[config.mk]
export PLATFORM = sky130hd
export DESIGN_NAME = burst_wait_gen
export DESIGN_NICKNAME = d
export VERILOG_FILES = /design/src/rtl/burst_wait_pkg.sv /design/src/rtl/burst_wait_ctrl.sv /design/src/rtl/burst_addr_gen.sv /design/src/rtl/burst_byte_store.sv /design/src/rtl/burst_wait_gen.sv
export SDC_FILE = /design/constraint.sdc
export NUM_CORES = 2
export LEC_CHECK = 0
export ABC_AREA = 0
export BUFFER_PORTS_ARGS = -buffer_cell sky130_fd_sc_hd__buf_2
export CAP_MARGIN = 10
export CORE_MARGIN = 2
export CORE_UTILIZATION = 40
export DETAILED_ROUTE_END_ITERATION = 10
export PLACE_DENSITY = 0.57
export SLEW_MARGIN = 25
export SYNTH_ARGS = -nofsm -noshare
export SYNTH_HDL_FRONTEND = slang
export SYNTH_SLANG_ARGS = --single-unit
[constraint.sdc]
create_clock -name clk -period 2.9 [get_ports clk]
set_input_delay 0.29 -clock clk [delete_from_list [all_inputs] [get_ports clk]]
set_output_delay 0.29 -clock clk [all_outputs]
set_load 0.02 [all_outputs]
[src/rtl/burst_wait_pkg.sv]
package burst_wait_pkg;
    typedef enum logic [1:0] {
        BST_IDLE = 2'd0,
        BST_LAT  = 2'd1,
        BST_DATA = 2'd2
    } bst_state_e;
endpackage

[src/rtl/burst_wait_ctrl.sv]
module burst_wait_ctrl
    import burst_wait_pkg::*;
#(
    parameter int LATENCY   = 5,
    parameter int BURST_LEN = 4
) (
    input  logic                          clk,
    input  logic                          rst_n,
    input  logic                          cs_n,
    input  logic                          adv_n,
    output logic                          capture,
    output logic                          wr_en,
    output logic [$clog2(BURST_LEN)-1:0]  beat,
    output logic                          ready,
    output logic                          proto_err
);
    localparam int CW = $clog2(LATENCY + 1);
    localparam int BW = $clog2(BURST_LEN);

    typedef struct packed {
        bst_state_e    state;
        logic [CW-1:0] cnt;
        logic [BW-1:0] beat;
        logic          ready;
        logic          arm;
        logic          err;
    } ctrl_t;

    ctrl_t ctl_d, ctl_q;
    logic  fresh_adv;
    logic  busy;

    always_comb begin
        ctl_d     = ctl_q;
        busy      = (ctl_q.state != BST_IDLE);
        fresh_adv = !cs_n && !adv_n && ctl_q.arm;
        capture   = fresh_adv && !busy;
        wr_en     = !cs_n && (ctl_q.state == BST_DATA);

        if (adv_n)
            ctl_d.arm = 1'b1;
        else if (fresh_adv)
            ctl_d.arm = 1'b0;

        if (fresh_adv && busy)
            ctl_d.err = 1'b1;

        if (cs_n) begin
            ctl_d.state = BST_IDLE;
            ctl_d.ready = 1'b0;
            ctl_d.cnt   = '0;
            ctl_d.beat  = '0;
        end else begin
            unique case (ctl_q.state)
                BST_IDLE: begin
                    if (capture) begin
                        ctl_d.state = BST_LAT;
                        ctl_d.cnt   = CW'(1);
                        ctl_d.beat  = '0;
                        ctl_d.ready = 1'b0;
                    end
                end
                BST_LAT: begin
                    ctl_d.cnt = ctl_q.cnt + CW'(1);
                    if (ctl_q.cnt == CW'(LATENCY - 1)) begin
                        ctl_d.state = BST_DATA;
                        ctl_d.ready = 1'b1;
                        ctl_d.beat  = '0;
                    end
                end
                BST_DATA: begin
                    ctl_d.beat = ctl_q.beat + BW'(1);
                    if (ctl_q.beat == BW'(BURST_LEN - 1))
                        ctl_d.state = BST_IDLE;
                end
                default: ctl_d.state = BST_IDLE;
            endcase
        end
    end

    always_ff @(posedge clk or negedge rst_n) begin
        if (!rst_n) begin
            ctl_q       <= '0;
            ctl_q.state <= BST_IDLE;
            ctl_q.arm   <= 1'b1;
        end else begin
            ctl_q <= ctl_d;
        end
    end

    assign beat      = ctl_q.beat;
    assign ready     = ctl_q.ready;
    assign proto_err = ctl_q.err;
endmodule

[src/rtl/burst_addr_gen.sv]
module burst_addr_gen #(
    parameter int AW        = 6,
    parameter int BURST_LEN = 4
) (
    input  logic                          clk,
    input  logic                          rst_n,
    input  logic                          capture,
    input  logic [AW-1:0]                 addr,
    input  logic [$clog2(BURST_LEN)-1:0]  beat,
    output logic [AW-1:0]                 wr_addr
);
    localparam int WB = $clog2(BURST_LEN);

    logic [AW-1:0] base_d, base_q;
    logic [WB-1:0] low_sum;

    always_comb begin
        base_d  = capture ? addr : base_q;
        low_sum = base_q[WB-1:0] + beat;
    end

    generate
        if (WB < AW) begin : g_split
            assign wr_addr = {base_q[AW-1:WB], low_sum};
        end else begin : g_whole
            assign wr_addr = low_sum;
        end
    endgenerate

    always_ff @(posedge clk or negedge rst_n) begin
        if (!rst_n) base_q <= '0;
        else        base_q <= base_d;
    end
endmodule

[src/rtl/burst_byte_store.sv]
module burst_byte_store #(
    parameter int AW = 6,
    parameter int DW = 16
) (
    input  logic          clk,
    input  logic          rst_n,
    input  logic          wr_en,
    input  logic [AW-1:0] wr_addr,
    input  logic [1:0]    lane_en,
    input  logic [DW-1:0] wr_data,
    input  logic [AW-1:0] rd_addr,
    output logic [DW-1:0] rd_data
);
    localparam int DEPTH = 1 << AW;
    localparam int LW    = DW / 2;

    logic [DW-1:0] mem_q [DEPTH];
    logic [DW-1:0] bit_en;

    generate
        for (genvar b = 0; b < 2; b++) begin : g_lane
            assign bit_en[b*LW +: LW] = {LW{lane_en[b]}};
        end
    endgenerate

    always_ff @(posedge clk or negedge rst_n) begin
        if (!rst_n) begin
            for (int i = 0; i < DEPTH; i++) mem_q[i] <= '0;
        end else if (wr_en) begin
            mem_q[wr_addr] <= (mem_q[wr_addr] & ~bit_en) | (wr_data & bit_en);
        end
    end

    assign rd_data = mem_q[rd_addr];
endmodule

[src/rtl/burst_wait_gen.sv]
module burst_wait_gen #(
    parameter int AW        = 6,
    parameter int DW        = 16,
    parameter int LATENCY   = 5,
    parameter int BURST_LEN = 4
) (
    input  logic          clk,
    input  logic          rst_n,
    input  logic          cs_n,
    input  logic          adv_n,
    input  logic [AW-1:0] addr,
    input  logic          ub_n,
    input  logic          lb_n,
    input  logic [DW-1:0] din,
    output logic          wait_oe,
    output logic          wait_val,
    output logic          proto_err,
    input  logic [AW-1:0] rd_addr,
    output logic [DW-1:0] rd_data
);
    localparam int BW = $clog2(BURST_LEN);

    logic          capture;
    logic          wr_en;
    logic [BW-1:0] beat;
    logic          ready;
    logic [AW-1:0] wr_addr;
    logic [1:0]    lane_en;

    burst_wait_ctrl #(.LATENCY(LATENCY), .BURST_LEN(BURST_LEN)) u_ctrl (
        .clk(clk), .rst_n(rst_n), .cs_n(cs_n), .adv_n(adv_n),
        .capture(capture), .wr_en(wr_en), .beat(beat),
        .ready(ready), .proto_err(proto_err)
    );

    burst_addr_gen #(.AW(AW), .BURST_LEN(BURST_LEN)) u_addr (
        .clk(clk), .rst_n(rst_n), .capture(capture), .addr(addr),
        .beat(beat), .wr_addr(wr_addr)
    );

    assign lane_en = {!ub_n, !lb_n};

    burst_byte_store #(.AW(AW), .DW(DW)) u_store (
        .clk(clk), .rst_n(rst_n), .wr_en(wr_en), .wr_addr(wr_addr),
        .lane_en(lane_en), .wr_data(din), .rd_addr(rd_addr), .rd_data(rd_data)
    );

    assign wait_oe  = !cs_n;
    assign wait_val = ready && !capture;
endmodule

==> results.md <==
* Status: finished, violations left
* Failing checks: setup timing
* First DRT Iteration DRCs at 4,221
* I/O pins at 53
* DRC violation count after routing at 0
* Fillers at ~12,000
* Vias in the first global route at about 43,000
* Switching power total at around 0.016 W
* Pre-CTS WS at -0.854 ns
* Crit start category: register
* Reg power frac at between 30% and 40%
* RSZ-0062 raised after global routing: yes
* Synth unique cells at a little under 50
* Total CTS buffers at approximately 120
* Share of cells above drive strength 1 at 23.7%
* Yosys warns at 0
* Net Count, Synth at approximately 5,400
* Synth top cells by count: nand2_1, dfrtp_1, o21ai_0
* Nets at between 5,000 and 6,000
* Routability cong. at roughly 0.9
* Internal power at roughly 0.032 W
* TritonCTS clock tree: built
* CTS root buf: clkbuf_16
* Maximum VDD drop at ~0.6 mV
* Clock tree sinks at between 1,000 and 1,500
* Final WL at between 150,000 and 200,000 µm
* Final Instance Area at between 60,000 and 70,000 µm²
* Clk pwr share at around a third
* Synth-to-layout area growth at 21.5%
* Initial antenna violation count at 1
* Skew-Pair Late Insertion Delay at between 0.7 and 0.8 ns
* Setup CP Type: register to register
* Final Hold Fails at 0
* Routed Antenna Nets at 0
* Layout Utilization at roughly 49%
* Post-synth top area cell: dfrtp_1
* Clock Skews at 0.0133 ns
* Synth top area share at between 40% and 50%
* Seq cells post-synth at 1,040
* Most common cell in the synthesized netlist: nand2_1
* Port Buffers at between 50 and 60
* Slew Viols, Final at 0
* Setup crit end kind: register
* Slew margin rel. at a little over two fifths
* Die Span Y at 376 µm
* Top cells by area, synth: dfrtp_1, mux4_2, o21ai_0
* Fmax at 0.289 GHz
* Die area at about 140,000 µm²
* Leakage at approximately 29 nW
* Most used flip-flop cell after synthesis: dfrtp_1
* Largest net degree at the start of global routing at 88
* First-pass GRT wire length at approximately 280,000 µm
* WL/cell at between 20 and 30 µm
* Clock slew at reported path FFs at around 0.060 ns
* Post-placement cell count at 7,154
* Final Critical Period at 3.46 ns
* Drt first pass iters at 6
* Final setup violation count at roughly 1,000
* Die extent in x at approximately 380 µm
* Sequential area share after synthesis at 47.1%
* Post-synth EDFFs at 0
* Core area at 137,000 µm²
* Async S/R FF share, synth at 100%
* Switching share of power at 34.1%
* Dpl hpwl at approximately 120,000 µm
* WP data required at approximately 3.5 ns
* Mapped Cells at between 5,000 and 6,000
* Worst Path Arrival at ~4 ns
* Worst Path Max Fanout at 20
* Max-cap violations at 0
* Power Density at ~700 nW/µm²
* Total GRT Usage at about a quarter
* Row cnt at 136
* Vias/cell at 5.97
* Power consumption at roughly 0.048 W
* H-tree depth at 3
* Combinational share of power at about a third
* Total number of vias at approximately 44,000
* Synthesized area at about 55,000 µm²
* Finished Layout Cells at between 7,000 and 8,000
* Area of the multi-input gates at between 20,000 and 30,000 µm²
* Gr ovfl total at 0
* Setup ws final at -0.556 ns
* Avg Cell Area, Syn at roughly 10 µm²
* Final period util at 119%
* Register area at ~26,000 µm²
* Worst Tran Pin Value at 0.861 ns
* Longest Clk Path Bufs at 3
* Initial Util at 40.2%
* Post-place instance area at 61,500 µm²
* Hold Crit Class: input port to register
## power groups by stage
stage                     Sequential [W]  Clock [W]  Combinational [W]
final                             0.0162     0.0153             0.0164
after global routing              0.0163     0.0162             0.0171
after CTS                         0.0162     0.0156             0.0155
after detailed placement          0.0164          0             0.0149
after global placement            0.0164          0             0.0148
after floorplan                   0.0161          0            0.00829
## cells in the final DEF, fill, tap and decap left out, drive strengths merged, types with 10 or more instances in the layout
master / count
nor2: 10
clkinv: 23
buf: 642
nand2: 1096
a2111oi: 16
nor4: 16
nor3: 451
o21ai: 1028
mux4: 336
and4: 24
a22oi: 34
o41ai: 111
inv: 25
and3: 10
dlygate4sd3: 10
a31oi: 17
clkbuf: 192
mux2i: 447
dfrtp: 1039
o32ai: 16
nand4: 32
## path summary, 6_finish.rpt
| kind | depth (start not counted) | slack (ns) | from | end |
|---|---|---|---|---|
| max | 14 | -0.56 | u_addr.base_q[0] | u_store.mem_q[398] |
| min | 4 | 0.13 | din[3] | u_store.mem_q[307] |
| max reg2reg | 14 | -0.56 | u_addr.base_q[0] | u_store.mem_q[398] |
| min reg2reg | 2 | 0.46 | u_ctrl.proto_err | u_ctrl.proto_err |
| max in group asynchronous | 3 | 1.64 | rst_n | u_store.mem_q[510] |
| min in group asynchronous | 2 | 0.21 | rst_n | u_store.mem_q[677] |
## registers in the layout, summed over array words and instances (netlist names)
register and cells:
u_addr.base_q 6, u_ctrl.beat 2, u_ctrl.ctl_q 6, u_ctrl.proto_err 1, u_ctrl.ready 1, u_store.mem_q 1024
## kinds of logic after synthesis
group	synth area share [%]
simple gates	13.0
compound gates	13.0
flops	47.1
mux	22.0
buf+inv	4.60
fa+ha+maj	0.159
xor+xnor	0.0861
## layer usage
| metal | global-route usage, % | wire length (µm) |
|---|---|---|
| met1 | 37.0 | 82800 |
| met2 | 40.6 | 86100 |
| met3 | 3.83 | 11500 |
| met4 | 8.86 | 7100 |
| met5 | 0 | 0 |
## worst max-delay path, stage by stage, from the launching register on
cell	delay, ns
dfrtp_1	0.41
ha_4	0.30
buf_12	0.15
buf_4	0.17
clkbuf_16	0.19
mux2i_1	0.23
nor3_1	0.08
o41ai_1	0.38
buf_4	0.18
nand4_1	0.22
buf_4	0.23
o32ai_4	0.28
buf_12	0.18
buf_16	0.16
o21ai_0	0.11
## through the flow
stage          TNS (ns)  hold WS [ns]
6_report        -422.56         0.129
5_1_grt         -525.51         0.142
4_1_cts         -393.70        0.0865
3_5_place_dp    -574.20         0.389
3_3_place_gp    -537.80         0.384
2_1_floorplan         0      -0.00559
## repair_timing
action,CTS,global route
setup endpoints to repair,1040,1040
pin swaps,11,25
gates cloned,3,15
buffers inserted,17,26
resized for setup,52,127
hold endpoints to repair,43,0
hold buffers,10,0
## layout make-up
cell class | count | area share (%)
multi-input combinational | 3697 | 40.7
sequential | 1040 | 38.8
timing repair buffer | 669 | 11.1
clock buffer | 177 | 5.32
tap | 1794 | 3.35
clock inverter | 33 | 0.560
inverter | 24 | 0.146
antenna | 1 | 0.00373
Note: power is estimated with default switching activity, not from simulation.
